File: src/rtl/gpio_regblock_pkg.sv
package gpio_regblock_pkg;

  localparam int NUM_REGS = 8;
  localparam int IDX_W    = 3;

  // Register index = byte offset / 4; order fixes the address map.
  typedef enum logic [IDX_W-1:0] {
    IDX_FER    = 3'd0,
    IDX_DATA   = 3'd1,
    IDX_DSET   = 3'd2,
    IDX_DCLR   = 3'd3,
    IDX_DIRSET = 3'd4,
    IDX_DIRCLR = 3'd5,
    IDX_INEN   = 3'd6,
    IDX_MUX    = 3'd7
  } reg_idx_e;

  typedef enum logic [2:0] {
    RD_NONE,
    RD_FER,
    RD_DATA,
    RD_DIR,
    RD_INEN,
    RD_MUX
  } rd_sel_e;

  localparam logic SIZE_16 = 1'b0;
  localparam logic SIZE_32 = 1'b1;

  typedef struct packed {
    logic    wrFer;
    logic    wrData;
    logic    setData;
    logic    clrData;
    logic    setDir;
    logic    clrDir;
    logic    wrInen;
    logic    wrMux;
    logic    refresh;
    rd_sel_e rdSel;
  } strobes_t;

endpackage

File: src/rtl/gpio_regblock_ctrl.sv
module gpio_regblock_ctrl
  import gpio_regblock_pkg::*;
#(
  parameter int ADDR_W = 8
) (
  input  logic              clk,
  input  logic              rstN,
  input  logic              busValid,
  input  logic              busWrite,
  input  logic              busSize,
  input  logic [ADDR_W-1:0] busAddr,
  output strobes_t          strb,
  output logic              busError
);

  localparam logic [ADDR_W-1:0] MUX_OFF = ADDR_W'(int'(IDX_MUX) * 4);
  localparam logic [ADDR_W-1:0] END_OFF = ADDR_W'(NUM_REGS * 4);

  logic     isMux;
  logic     sizeOk;
  logic     offOk;
  logic     accept;
  logic     doWrite;
  logic     doRead;
  logic     trigger;
  logic     refreshPending;
  reg_idx_e regIdx;

  always_comb begin
    isMux   = (busAddr == MUX_OFF);
    // Width check is independent of whether the offset exists.
    sizeOk  = isMux ? (busSize == SIZE_32) : (busSize == SIZE_16);
    offOk   = (busAddr < END_OFF) && (busAddr[1:0] == 2'b00);
    accept  = busValid && sizeOk && offOk;
    busError = busValid && !accept;
    doWrite = accept && busWrite;
    doRead  = accept && !busWrite;
    regIdx  = reg_idx_e'(busAddr[IDX_W+1:2]);
  end

  always_comb begin
    strb         = '0;
    strb.rdSel   = RD_NONE;
    trigger      = 1'b0;
    if (doWrite) begin
      unique case (regIdx)
        IDX_FER:    strb.wrFer   = 1'b1;
        IDX_DATA:   begin strb.wrData  = 1'b1; trigger = 1'b1; end
        IDX_DSET:   begin strb.setData = 1'b1; trigger = 1'b1; end
        IDX_DCLR:   begin strb.clrData = 1'b1; trigger = 1'b1; end
        IDX_DIRSET: begin strb.setDir  = 1'b1; trigger = 1'b1; end
        IDX_DIRCLR: strb.clrDir  = 1'b1;
        IDX_INEN:   strb.wrInen  = 1'b1;
        IDX_MUX:    strb.wrMux   = 1'b1;
        default:    ;
      endcase
    end
    if (doRead) begin
      unique case (regIdx)
        IDX_FER:                      strb.rdSel = RD_FER;
        IDX_DATA, IDX_DSET, IDX_DCLR: strb.rdSel = RD_DATA;
        IDX_DIRSET, IDX_DIRCLR:       strb.rdSel = RD_DIR;
        IDX_INEN:                     strb.rdSel = RD_INEN;
        IDX_MUX:                      strb.rdSel = RD_MUX;
        default:                      strb.rdSel = RD_NONE;
      endcase
    end
    strb.refresh = refreshPending;
  end

  // Pin refresh runs one edge after the register update that caused it.
  always_ff @(posedge clk or negedge rstN) begin
    if (!rstN) refreshPending <= 1'b0;
    else       refreshPending <= trigger;
  end

endmodule

File: src/rtl/gpio_regblock_dp.sv
module gpio_regblock_dp
  import gpio_regblock_pkg::*;
#(
  parameter int PIN_W  = 16,
  parameter int MUX_W  = 32,
  parameter int DATA_W = 32
) (
  input  logic              clk,
  input  logic              rstN,
  input  strobes_t          strb,
  input  logic [DATA_W-1:0] busWdata,
  output logic [DATA_W-1:0] busRdata,
  input  logic [PIN_W-1:0]  pinIn,
  output logic [PIN_W-1:0]  pinOut,
  output logic [PIN_W-1:0]  pinOutValid,
  output logic [PIN_W-1:0]  pinInLevel,
  output logic [PIN_W-1:0]  pinInValid,
  output logic [PIN_W-1:0]  ferQ,
  output logic [PIN_W-1:0]  dataQ,
  output logic [PIN_W-1:0]  dirQ,
  output logic [PIN_W-1:0]  inenQ,
  output logic [MUX_W-1:0]  muxQ
);

  logic [PIN_W-1:0] wLow;
  assign wLow = busWdata[PIN_W-1:0];

  always_ff @(posedge clk or negedge rstN) begin
    if (!rstN) begin
      ferQ  <= '0;
      dataQ <= '0;
      dirQ  <= '0;
      inenQ <= '0;
      muxQ  <= '0;
    end else begin
      if (strb.wrFer)   ferQ  <= wLow;
      if (strb.wrInen)  inenQ <= wLow;
      if (strb.wrMux)   muxQ  <= busWdata[MUX_W-1:0];
      if (strb.wrData)  dataQ <= wLow;
      if (strb.setData) dataQ <= dataQ | wLow;
      if (strb.clrData) dataQ <= dataQ & ~wLow;
      if (strb.setDir)  dirQ  <= dirQ | wLow;
      if (strb.clrDir)  dirQ  <= dirQ & ~wLow;
    end
  end

  always_comb begin
    unique case (strb.rdSel)
      RD_FER:  busRdata = DATA_W'(ferQ);
      RD_DATA: busRdata = DATA_W'(dataQ);
      RD_DIR:  busRdata = DATA_W'(dirQ);
      RD_INEN: busRdata = DATA_W'(inenQ);
      RD_MUX:  busRdata = DATA_W'(muxQ);
      default: busRdata = '0;
    endcase
  end

  for (genvar i = 0; i < PIN_W; i++) begin : g_pin
    logic outBit;
    logic drvBit;

    always_ff @(posedge clk or negedge rstN) begin
      if (!rstN) begin
        outBit <= 1'b0;
        drvBit <= 1'b0;
      end else if (strb.refresh) begin
        if (!inenQ[i]) begin
          outBit <= dataQ[i];
          drvBit <= 1'b1;
        end else begin
          drvBit <= 1'b0;
        end
      end
    end

    assign pinOut[i]      = outBit;
    assign pinOutValid[i] = drvBit;
    assign pinInValid[i]  = !dirQ[i] && inenQ[i] && ferQ[i];
    assign pinInLevel[i]  = pinInValid[i] && pinIn[i];
  end

endmodule

File: src/rtl/gpio_regblock.sv
module gpio_regblock
  import gpio_regblock_pkg::*;
#(
  parameter int ADDR_W = 8,
  parameter int PIN_W  = 16,
  parameter int MUX_W  = 32,
  parameter int DATA_W = 32
) (
  input  logic              clk,
  input  logic              rstN,
  input  logic              busValid,
  input  logic              busWrite,
  input  logic              busSize,
  input  logic [ADDR_W-1:0] busAddr,
  input  logic [DATA_W-1:0] busWdata,
  output logic [DATA_W-1:0] busRdata,
  output logic              busError,
  input  logic [PIN_W-1:0]  pinIn,
  output logic [PIN_W-1:0]  pinOut,
  output logic [PIN_W-1:0]  pinOutValid,
  output logic [PIN_W-1:0]  pinInLevel,
  output logic [PIN_W-1:0]  pinInValid
);

  strobes_t         strb;
  logic [PIN_W-1:0] ferQ;
  logic [PIN_W-1:0] dataQ;
  logic [PIN_W-1:0] dirQ;
  logic [PIN_W-1:0] inenQ;
  logic [MUX_W-1:0] muxQ;

  gpio_regblock_ctrl #(.ADDR_W(ADDR_W)) u_ctrl (
    .clk      (clk),
    .rstN     (rstN),
    .busValid (busValid),
    .busWrite (busWrite),
    .busSize  (busSize),
    .busAddr  (busAddr),
    .strb     (strb),
    .busError (busError)
  );

  gpio_regblock_dp #(.PIN_W(PIN_W), .MUX_W(MUX_W), .DATA_W(DATA_W)) u_dp (
    .clk         (clk),
    .rstN        (rstN),
    .strb        (strb),
    .busWdata    (busWdata),
    .busRdata    (busRdata),
    .pinIn       (pinIn),
    .pinOut      (pinOut),
    .pinOutValid (pinOutValid),
    .pinInLevel  (pinInLevel),
    .pinInValid  (pinInValid),
    .ferQ        (ferQ),
    .dataQ       (dataQ),
    .dirQ        (dirQ),
    .inenQ       (inenQ),
    .muxQ        (muxQ)
  );

endmodule

File: config.mk
export PLATFORM = sky130hd
export DESIGN_NAME = gpio_regblock
export DESIGN_NICKNAME = d
export VERILOG_FILES = /design/src/rtl/gpio_regblock_pkg.sv /design/src/rtl/gpio_regblock_ctrl.sv /design/src/rtl/gpio_regblock_dp.sv /design/src/rtl/gpio_regblock.sv
export SDC_FILE = /design/constraint.sdc
export NUM_CORES = 1
export LEC_CHECK = 0
export BUFFER_PORTS_ARGS = -buffer_cell sky130_fd_sc_hd__buf_2
export CAP_MARGIN = 20
export CORE_ASPECT_RATIO = 2
export CORE_UTILIZATION = 60
export CTS_BUF_LIST = sky130_fd_sc_hd__clkbuf_8
export DETAILED_ROUTE_END_ITERATION = 10
export GPL_TIMING_DRIVEN = 0
export HOLD_SLACK_MARGIN = 0.12
export MAX_ROUTING_LAYER = met4
export PLACE_DENSITY = 0.95
export SLEW_MARGIN = 20
export SYNTH_ARGS = -nofsm -noshare
export SYNTH_HDL_FRONTEND = slang
export SYNTH_SLANG_ARGS = --single-unit
File: constraint.sdc
create_clock -name clk -period 4 [get_ports clk]
set_input_delay 0.4 -clock clk [delete_from_list [all_inputs] [get_ports clk]]
set_output_delay 0.4 -clock clk [all_outputs]
set_load 0.01 [all_outputs]
* After elaboration in Yosys (flattened, before gate mapping) *
Memories as Yosys holds them, arrays and structs flattened.
Index checks and enable logic that the tools add are counted.

cells by class
  $add $sub $neg = 0
  multipliers = 0
  divide/modulo/power cells = 0
  order comparisons = 1
  equal/unequal tests = 13
  shift operators = 0
  multiplexer cells = 35
  bitwise gates (word level) = 22
  reduce and logical (&&, ||, !) cells = 93

operators by type and width
  cell                count
  $pmux 32 s5         1
  $mux 16             5
  $logic_and 1x1->1   54
  $and 16x16->16      2
  $or 16x16->16       2
  $reduce_and 2->1    16
  $mux 1              27
  $eq 3x3->1 const B  6
  $logic_not 1->1     18
  $not 1->1           17
  $not 16->16         1
  $eq 3x2->1 const B  4
  $eq 8x5->1 const B  1
  $lt 8x6->1 const B  1
  $mux 8              1
  $eq 3x1->1 const B  2
  $reduce_or 4->1     1
  $logic_not 3->1     1
  $mux 3              1
  $reduce_bool 3->1   1
  $logic_not 2->1     1
  $reduce_bool 2->1   1

storage, ports and cells
  register bits = 129
  bits in latches = 0
  RAM bits = 0
  memory bits (read-only) = 24
  bits of input ports = 61
  output and inout port bits = 97
  word-level logic and storage cells = 203
  memories = 1

memory list
  memory           depth  width  read ports  clocked after Yosys merged registers in  write ports  line                      RTL
  (no name shown)  8      3      1           0                                        0            gpio_regblock_ctrl.sv:59  unique case (regIdx)

* Longest topological paths before layout *
Gate-level depths: netlist (run 1).

  word-level depth = 9
  mapped depth = 8

* By module *
From an unflattened synthesis (run 1), not the netlist that was laid out.

second synthesis, totals
  cells, all modules = 545
  area, all modules = 6327.3 sq um

by module, submodules not included
  module              instances  cells an instance  area an instance (sq um)  sequential area each (sq um)
  gpio_regblock_dp    1          503                6073.3                    3203.1
  gpio_regblock_ctrl  1          42                 254.0                     25.0

* Least setup slack after synthesis (run 1) *
Ideal clock, no wire load.

  kind = input -> register
  start point = in busAddr[5]
  end point = reg u_dp.ferQ[10]
  library setup time = 0.125 ns
  arrival time = 1.890 ns
  data required time = 3.875 ns
  slack = 1.985 ns
  stages = 6
  buffers on the path = 2
  path through = nor4b_4 -> nand3_2 -> or4_4 -> buf_6 -> buf_12 -> mux2_4

between the ends
  word-level cells in the longest chain between the ends = 6

RTL lines
  element                                             line                      RTL
  start, declared                                     gpio_regblock.sv:14       input logic [ADDR_W-1:0] busAddr,
  branches (longest 3 deep; another with $lt 8x6->1)  --
  $logic_and 1x1->1 *                                 gpio_regblock_ctrl.sv:34  accept = busValid && sizeOk && offOk;
  $logic_and 1x1->1 *                                 gpio_regblock_ctrl.sv:36  doWrite = accept && busWrite;
  $mux 8 *                                            gpio_regblock_ctrl.sv:45  if (doWrite) begin
  end signal, assigned                                gpio_regblock_dp.sv:36    if (strb.wrFer) ferQ <= wLow;
  end, declared                                       gpio_regblock_dp.sv:18    output logic [PIN_W-1:0] ferQ,

Every way passes the cells marked *.
A chain may end at the register's enable or synchronous reset.

* Worst setup path after layout (run 1) *
  start point = in busAddr[3]
  end point = out busRdata[6]

between the ends
  word-level cells in the longest chain between the ends = 8

RTL lines
  element                                             line                      RTL
  branches (longest 5 deep; another with $lt 8x6->1)  --
  $mux 3 *                                            gpio_regblock_ctrl.sv:58  if (doRead) begin
  $eq 3x3->1 (tied with other cells)                  gpio_regblock_dp.sv:48    unique case (strb.rdSel)
  $pmux 32 s5 *                                       gpio_regblock_dp.sv:48
  end, declared                                       gpio_regblock.sv:16       output logic [DATA_W-1:0] busRdata,

Marks and branches as above.

==> flow_summary_export.csv, run 1 <==
group,metric,value,unit
sta,worst_slack,895,ps
logic_synthesis,synth_compound_area_share,11.7,%
logic_synthesis,synth_edf_count,0,
die,dieArea,11200,µm²
grt,grt_max_degree,72,
logic_synthesis,yosys_warnings,0,
status,status,"completed",
worst_setup_path,worstSetupStartpointType,"input port",
route,firstDrtPassIters,8,
logic_synthesis,synth_cell_type_count,35,
sta,finalHoldViolations,0,
route,wl_per_cell,18.7,µm
sta,fmax,0.322,GHz
clocking,cts_root_buffer,"clkbuf_8",
logic_synthesis,synth_nets,672,
logic_synthesis,netlist_instances,611,
worst_setup_path,endpoint_kind,"primary output",
placed_design,gp_congestion,0.917,
die,die_w,75.2,µm
cells_and_area,area_growth_syn_to_layout,21.8,%
clocking,htreeDepth,4,
clocking,clock_path_buffers,2,
grt,grt_pass1_vias,5641,
power_and_ir_drop,leakage,4.45,nW
logic_synthesis,synth_top_family_by_area,"multiplexers",
power_and_ir_drop,p_int,2.08,mW
logic_synthesis,ys.flop_type,"dfrtp_1",
cells_and_area,diodes,0,
clocking,numCtsBuffers,17,
worst_setup_path,crit_type,"input port to primary output",
route,postRouteAntennaNets,0,
sta,fin_crit,3100,ps
min_path,holdCritStartpoint,"busWdata[16]",
clocking,cts_tree,"built",
worst_setup_path,worstPathArrival,2700,ps
die,io_pins,158,
worst_setup_path,r2r_start,"u_ctrl.refreshPending",
worst_setup_path,crit_start,"busAddr[3]",
logic_synthesis,avgSynthCellArea,10.5,µm²
sta,rsz0062_at_grt,"false",
logic_synthesis,synthAdderAreaFrac,0,%
power_and_ir_drop,power-per-cell-area,357,nW/µm²
cells_and_area,fillers,728,
worst_setup_path,cp.required,3600,ps
run,cap_violations,0,
power_and_ir_drop,power.switching,0.714,mW
cells_and_area,drive_gt1_share,37.4,%
die,die_h,148,µm
logic_synthesis,ys_ff_latch,129,
grt,grt_pass1_wl,27200,µm
grt,grtUsageTotal,34.2,%
logic_synthesis,netlist_area,6430,µm²
route,drtIter0Drc,548,
sta,timing.final.crit_share,77.6,%
grt,globalRouteOverflowTotal,0,
min_path,min_path_type,"input port to flip-flop",
route,wirelength,17600,µm
die,placementRows,53,
logic_synthesis,synth_mux_area_share,14.5,%
logic_synthesis,synthSimpleGateAreaFrac,13.1,%
sta,maxSlewViolCount,0,
route,vias,5459,
clocking,clkTransAtPathRegs,70,ps
clocking,cts.sinks,129,
sta,finalSetupTns,0,ps
power_and_ir_drop,vdd_drop_max,256,µV
worst_setup_path,worstPathMaxFanout,10,
cells_and_area,fin_nets,850,
logic_synthesis,yosysSeqAreaShare,50.2,%
sta,skew,10.2,ps
die,core_area,10500,µm²
logic_synthesis,yosys.area_share.xor_xnor,0.136,%
clocking,cts_resized,0,
power_and_ir_drop,switching_share,25.5,%
clocking,worstSkewPairLatency,450,ps
sta,slew_headroom,50.5,%
grt,antenna_found_initial,0,
power_and_ir_drop,p_comb_share,9.8,%
placed_design,io_buffers,157,
placed_design,hpwl,12600,µm
placed_design,place_ws,1030,ps
power_and_ir_drop,clockPowerShare,40.8,%
sta,setup_viol,0,
power_and_ir_drop,seqPwrFrac,49.4,%
die,initial_core_util,61.4,%
route,viasPerCell,5.81,
power_and_ir_drop,power,2.80,mW
logic_synthesis,synthArstFlopShare,100,%
sta,worst_pin_slew,743,ps
route,route.detailed.drc,0,
## timing repair
| action | CTS | global route |
|---|---|---|
| hold buffers | 1 | 0 |
| setup buffers | 0 | 0 |
| hold endpoints to repair | 58 | 0 |
## per-layer routing
layer | vias up | share of wire (%) | GRT usage, %
met5 | - | 0 | -
met2 | 325 | 54 | 57.1
met1 | 2635 | 34 | 35.7
li1 | 2407 | - | -
met3 | 92 | 5.8 | 6.84
met4 | 0 | 5.7 | 21.2
## layout by cell type (no fill, tap or decap), types with 2 or more instances in the layout
| cell | count |
|---|---|
| a22oi_1 | 32 |
| nand2_1 | 51 |
| o21ai_1 | 2 |
| o22ai_1 | 16 |
| nor2_1 | 5 |
| clkinvlp_4 | 4 |
| nand2b_1 | 16 |
| mux2i_1 | 16 |
| bufinv_16 | 3 |
| buf_6 | 3 |
| a21oi_1 | 17 |
| mux2_2 | 42 |
| clkbuf_8 | 17 |
| nand4_1 | 2 |
| and2_1 | 34 |
| and3_1 | 32 |
| o221ai_1 | 16 |
| nor2b_1 | 2 |
| clkinv_2 | 4 |
| clkbuf_1 | 29 |
| buf_4 | 32 |
| buf_2 | 163 |
| o21ai_0 | 32 |
| mux2_4 | 20 |
| inv_1 | 65 |
| clkinv_4 | 3 |
| dfrtp_1 | 129 |
## cells in the mapped netlist (all sizes together) (2+ instances only)
cell	n	area, µm²
a21oi	17	85.1
a22oi	32	240
and2	34	213
and3	32	200
and4	2	18.8
buf	42	318
clkbuf	29	109
dfrtp	129	3230
inv	64	240
mux2	62	773
mux2i	16	160
nand2	51	191
nand2b	16	100
nand4	2	12.5
nor2	5	18.8
nor2b	2	12.5
o21ai	34	170
o221ai	16	140
o22ai	16	100
## cell type report
cell class	instances	area (µm²)	share of cell area (%)
flip-flops and latches	129	3230	41.2
multi-input cells	347	2540	32.4
repair buffers	159	830	10.6
plain buffers	71	427	5.44
inverters	64	240	3.07
clock buffers	17	234	2.99
well taps	137	171	2.19
clock inverters	15	170	2.17
## cell families (layout without fill, tap and decap cells)
kind of cell	after synthesis	after routing
AO/OA/AOI/OAI	117	117
XOR/XNOR	1	1
buffers and inverters	135	326
flip-flops	129	129
multiplexers	78	78
AND/OR/NAND/NOR	151	151
## path summary, 6_finish.rpt
| kind | endpoint | slack, ps | cells after the start |
|---|---|---|---|
| setup / recovery | busRdata[6] | 900 | 8 |
| setup reg to reg | u_dp.g_pin[13].outBit | 2370 | 3 |
| min in group asynchronous | u_dp.g_pin[12].outBit | 480 | 2 |
| max in group asynchronous | u_dp.g_pin[7].drvBit | 2780 | 3 |
| hold / removal | u_dp.muxQ[16] | 190 | 2 |
| hold reg to reg | u_dp.muxQ[9] | 490 | 2 |
## metrics by stage
step                instances  utilization (%)  hold slack [ps]  instance area [µm²]
floorplan                 611                -              104                 6430
global placement          905             70.5              462                 7390
detailed placement        906             70.9              407                 7420
CTS                       939             74.8              169                 7840
global route              939             74.8              175                 7840
finish                    939             74.8              187                 7840
## power by group through the flow
stage / clock (mW) / combinational (mW) / sequential (mW)
6_report: 1.14 / 0.274 / 1.38
3_3_place_gp: 0 / 0.253 / 1.40
2_1_floorplan: 0 / 0.146 / 1.39
5_1_grt: 1.20 / 0.299 / 1.39
3_5_place_dp: 0 / 0.270 / 1.41
4_1_cts: 1.15 / 0.273 / 1.38
## worst max-delay path, stage by stage
cell and delay (ps):
buf_2 130, clkbuf_1 250, nor2_1 570, clkbuf_1 590, a22oi_1 210, o221ai_1 270, and2_1 160, buf_2 120
Note: power is estimated with default switching activity, not from simulation.
==> run 2: changes to the inputs <==
ABC_AREA = 1   (was not set)
CORE_UTILIZATION = 51   (was 60)
PLACE_DENSITY = 0.9   (was 0.95)
clock period = 2.73 ns   (was 4 ns; I/O delays follow)
==> flow_summary_export.csv, run 2 <==
group,metric,value,unit
logic_synthesis,synthArstFlopShare,100,%
grt,grt_pass1_vias,6797,
sta,fin_crit,2670,ps
logic_synthesis,synthSimpleGateAreaFrac,25.7,%
placed_design,placed_area,7720,µm²
worst_setup_path,cp_cell_sequence,"buf_2, nand3_1, nand2_1, nand2_1, nor3_2, nand2_1, clkbuf_1, nor2_1, nor2_1, nand2_1, buf_2",
sta,fmax,0.374,GHz
clocking,cts.sinks,129,
placed_design,gp_congestion,0.971,
clocking,worstSkewPairLatency,460,ps
grt,grtUsageTotal,32.3,%
worst_setup_path,reg2reg_depth,4,
sta,skew,12.0,ps
cells_and_area,drive_gt1_share,20.4,%
worst_setup_path,cp.required,2460,ps
sta,holdWs,270,ps
logic_synthesis,synthTopCellsByCount,"233 x nand2_1, 144 x inv_1, 129 x dfrtp_1",
sta,maxSlewViolCount,0,
clocking,numCtsBuffers,17,
logic_synthesis,yosysSeqAreaShare,48.1,%
logic_synthesis,post-synth-top-area-cell,"dfrtp_1",
clocking,ctsHoldBuffers,33,
status,status,"finished, violations left",
cells_and_area,mostFrequentLayoutCells,"233 x nand2_1, 162 x buf_2, 148 x inv_1",
route,vias,6966,
worst_setup_path,worstPathMaxFanout,10,
logic_synthesis,netlist_area,6720,µm²
logic_synthesis,synth_compound_area_share,12.2,%
worst_setup_path,worstPathArrival,2400,ps
die,die_w,83.2,µm
die,placementRows,59,
sta,setup_viol,0,
cells_and_area,stdcell_area,8400,µm²
grt,grt_pass1_wl,32800,µm
route,viasPerCell,5.43,
route,route.detailed.drc,1,
sta,timing.final.crit_share,97.9,%
logic_synthesis,synth_nets,971,
die,core_area,12900,µm²
clocking,clkTransAtPathRegs,70,ps
clocking,post_cts_buffers,0,
min_path,hold-path-cell-count,4,
grt,antenna_found_initial,0,
worst_setup_path,crit_slowest_cell,"clkbuf_1",
sta,worst_pin_slew,846,ps
logic_synthesis,yosys.area_share.xor_xnor,0,%
logic_synthesis,yosys_warnings,0,
logic_synthesis,ys.flop_type,"dfrtp_1",
sta,rsz0062_at_grt,"false",
logic_synthesis,synth.area.top_cells,"dfrtp_1 48%, nand2_1 13%, inv_1 8.0%",
logic_synthesis,synth_edf_count,0,
sta,finalHoldViolations,0,
sta,worst_slack,57.3,ps
clocking,cts_root_buffer,"clkbuf_8",
sta,finalSetupTns,0,ps
min_path,min_path_type,"input port to flip-flop",
worst_setup_path,worstSetupStartpointType,"input port",
logic_synthesis,avgSynthCellArea,7.38,µm²
logic_synthesis,yosysMostFrequentCell,"nand2_1",
grt,globalRouteOverflowTotal,0,
status,failed_checks,"DRC",
logic_synthesis,synth_top_area_share,48.1,%
clocking,cts_resized,0,
route,postRouteAntennaNets,0,
power_and_ir_drop,leakage,4.91,nW
logic_synthesis,synth_cell_type_count,20,
placed_design,io_buffers,154,
die,initial_core_util,52.0,%
placed_design,place_ws,197,ps
die,dieArea,13700,µm²
route,wirelength,21300,µm
clocking,clock_path_buffers,2,
route,firstDrtPassIters,11,
power_and_ir_drop,power-per-cell-area,474,nW/µm²
logic_synthesis,synth_top_family_by_area,"simple AND/OR/NAND/NOR gates",
logic_synthesis,ys_ff_latch,129,
clocking,cts_tree,"built",
power_and_ir_drop,vdd_drop_max,508,µV
clocking,htreeDepth,4,
die,io_pins,158,
grt,grt_max_degree,94,
cells_and_area,area_growth_syn_to_layout,25.0,%
route,wl_per_cell,16.7,µm
run,cap_violations,0,
worst_setup_path,crit_top_cell,"nand2_1",
power_and_ir_drop,power,3.98,mW
sta,slew_headroom,43.3,%
worst_setup_path,endpoint_kind,"primary output",
cells_and_area,diodes,0,
logic_synthesis,netlist_instances,910,
cells_and_area,fin_nets,1178,
worst_setup_path,critPathMaxStageDelay,580,ps
placed_design,hpwl,14900,µm
worst_setup_path,crit_type,"input port to primary output",
route,drtIter0Drc,739,
die,die_h,164,µm
logic_synthesis,synthAdderAreaFrac,0,%
cells_and_area,layout_commonest_cell,"nand2_1",
logic_synthesis,synth_mux_area_share,0,%
==> run 2: logic make-up (layout without fill, tap and decap cells) <==
group                  count (synthesis)  after routing
AOI/OAI and AO/OA                    152            152
buffers and inverters                216            436
DFF                                  129            129
and+or+nand+nor                      413            413
==> run 2: path summary, 6_finish.rpt <==
path                                        from                         end  slack, ps
hold reg to reg                    u_dp.muxQ[15]               u_dp.muxQ[15]        490
setup / recovery                      busAddr[2]                 busRdata[6]         60
hold / removal                        busAddr[3]       u_ctrl.refreshPending        270
setup reg to reg           u_ctrl.refreshPending        u_dp.g_pin[3].outBit       1060
max in group asynchronous                   rstN                u_dp.ferQ[4]       1680
min in group asynchronous                   rstN  asynchronous set/reset pin        290
==> run 2: report_power, final <==
group	switching [mW]	leakage [nW]	internal, mW
Sequential	0.0528	1.62	1.99
Clock	0.775	0.193	0.722
Combinational	0.239	3.09	0.204
==> run 2: per-layer routing <==
metal	up-vias	global-route usage [%]	wire, µm
met5	-	-	0
met4	0	25.7	1560
met3	117	5.88	1680
met2	423	54.0	10800
met1	3198	33.3	7290
li1	3228	-	-
==> run 2: critical path, delay by kind of cell <==
family / cells / cell delay [ps]
buffers and inverters: 3 / 880
and+or+nand+nor: 8 / 1250
==> run 2: final cells by class <==
type / instances / area (µm²)
timing repair buffer: 188 / 1140
tap: 152 / 190
buffer: 72 / 403
clock inverter: 14 / 103
fill: 1084 / 4520
clock buffer: 18 / 248
sequential: 129 / 3230
inverter: 144 / 541
multi-input combinational: 565 / 2550
==> run 2: per-stage QoR <==
step	cells	utilization (%)
after floorplan	910	-
after global placement	1216	59.4
after detailed placement	1217	59.7
after CTS	1282	65.0
after global routing	1282	65.0
final	1282	65.0
==> run 3: changes to the inputs <==
CORE_UTILIZATION = 45   (was 51)
PLACE_DENSITY = 0.82   (was 0.9)
==> flow_summary_export.csv, run 3 (synthesis gave the netlist of run 2 again) <==
group,metric,value,unit
sta,maxSlewViolCount,0,
worst_setup_path,worstPathMaxFanout,10,
sta,slew_headroom,34.3,%
clocking,worstSkewPairLatency,450,ps
cells_and_area,mostFrequentLayoutCells,"233 x nand2_1, 162 x buf_2, 145 x inv_1",
grt,antenna_found_initial,0,
die,dieArea,15500,µm²
min_path,hold-path-cell-count,4,
die,die_h,175,µm
route,drtIter0Drc,591,
worst_setup_path,critPathMaxStageDelay,810,ps
worst_setup_path,r2r_start,"u_ctrl.refreshPending",
die,placementRows,62,
cells_and_area,layout.cells.non_filler,1320,
worst_setup_path,crit_type,"input port to primary output",
worst_setup_path,crit_slowest_cell,"nor3_2",
worst_setup_path,crit_buf_inv,3,
cells_and_area,area_growth_syn_to_layout,26.5,%
worst_setup_path,crit_start,"busAddr[4]",
worst_setup_path,endpoint_kind,"primary output",
cells_and_area,multi_input_area,2550,µm²
placed_design,dp_cells,1257,
power_and_ir_drop,leakage,4.91,nW
grt,grtUsageTotal,30.0,%
sta,setup_viol,0,
clocking,cts_tree,"built",
grt,grt_pass1_wl,33300,µm
die,initial_core_util,46.6,%
placed_design,gp_congestion,0.957,
sta,rsz0062_at_grt,"false",
sta,holdWs,248,ps
route,wirelength,21500,µm
cells_and_area,fin_nets,1178,
sta,skew,13.7,ps
grt,globalRouteOverflowTotal,0,
worst_setup_path,cp.required,2460,ps
route,wl_per_cell,16.3,µm
worst_setup_path,cp-endpoint,"busRdata[15]",
cells_and_area,drive_gt1_share,20.6,%
worst_setup_path,cp.depth,8,
worst_setup_path,cp_cell_sequence,"buf_2, nor3_2, clkbuf_1, nand3_1, nand2_1, nor2_1, nand2_1, buf_2",
sta,fmax,0.382,GHz
clocking,cts_root_buffer,"clkbuf_8",
cells_and_area,diodes,0,
route,postRouteAntennaNets,0,
power_and_ir_drop,vdd_drop_max,297,µV
sta,finalHoldViolations,0,
cells_and_area,layout_commonest_cell,"nand2_1",
die,io_pins,158,
sta,timing.final.crit_share,96.0,%
worst_setup_path,critPathTopFamily,"simple AND/OR/NAND/NOR gates",
clocking,numCtsBuffers,17,
placed_design,hpwl,15300,µm
clocking,cts_resized,0,
route,firstDrtPassIters,6,
clocking,clock_path_buffers,2,
clocking,htreeDepth,4,
status,status,"completed",
worst_setup_path,reg2reg_depth,4,
worst_setup_path,rr_endpoint,"u_dp.g_pin[6].outBit",
worst_setup_path,worstSetupStartpointType,"input port",
clocking,clkTransAtPathRegs,60,ps
power_and_ir_drop,power-per-cell-area,491,nW/µm²
worst_setup_path,reg2reg_setup_slack,1040,ps
placed_design,io_buffers,154,
route,viasPerCell,5.21,
cells_and_area,fillers,1390,
clocking,cts.sinks,129,
sta,fin_crit,2620,ps
route,vias,6872,
grt,grt_pass1_vias,6728,
cells_and_area,seqCellArea,3230,µm²
die,core_area,14400,µm²
grt,grt_max_degree,94,
run,cap_violations,0,
sta,worst_pin_slew,979,ps
route,route.detailed.drc,0,
worst_setup_path,worstPathArrival,2350,ps
min_path,min_path_type,"input port to flip-flop",
die,die_w,88.4,µm
run 3: how the worst min path moves through the flow:
stage | start | end | slack, ps
5_1_grt | busAddr[3] | u_ctrl.refreshPending | 250
3_3_place_gp | u_dp.muxQ[2] | u_dp.muxQ[2] | 460
4_1_cts | busAddr[3] | u_ctrl.refreshPending | 230
6_report | busAddr[3] | u_ctrl.refreshPending | 250
2_1_floorplan | rstN | asynchronous set/reset pin | -20
3_5_place_dp | rstN | u_dp.g_pin[10].drvBit | 170
run 3: timing repair:
| action | in CTS | in global routing |
|---|---|---|
| setup buffers | 0 | 0 |
| endpoints found under the hold margin | 95 | 0 |
| hold buffers | 33 | 0 |
| endpoints found under the setup margin | 0 | 0 |
run 3: per-layer routing:
metal | vias to the layer above | part of all wire [%] | GRT usage [%]
met2 | 390 | 52 | 50.3
met4 | 0 | 6.5 | 20.6
met1 | 3148 | 35 | 30.9
li1 | 3216 | - | -
met5 | - | 0 | -
met3 | 118 | 6.8 | 5.20
run 3: metrics by stage:
step | util (%) | TNS (ps) | total power, mW | instance area (µm²) | worst slack [ps]
global placement | 53.6 | -44130 | 2.46 | 7730 | -358
detailed placement | 53.8 | 0 | 2.48 | 7770 | 156
global route | 58.9 | 0 | 4.33 | 8500 | 26.5
CTS | 58.9 | 0 | 4.18 | 8500 | 157
floorplan | - | 0 | 2.29 | 6720 | 895
finish | 58.9 | 0 | 4.18 | 8500 | 110
run 3: power by group:
part	total [mW]	internal (mW)	switching, mW
Sequential	2.04	1.99	0.0547
Combinational	0.441	0.204	0.237
Clock	1.69	0.933	0.759
run 3: cell type report:
type	count	share of cell area (%)
Buffer	72	4.74
Clock buffer	19	3.08
Clock inverter	11	1.65
Inverter	144	6.36
Multi-Input combinational cell	565	30.0
Sequential cell	129	38.0
Tap cell	192	2.83
Timing Repair Buffer	188	13.4
run 3: worst min-delay path: stages:
cell	delay (ps)
buf_2	160
nor2_1	70
nor2_1	80
nor3b_1	50
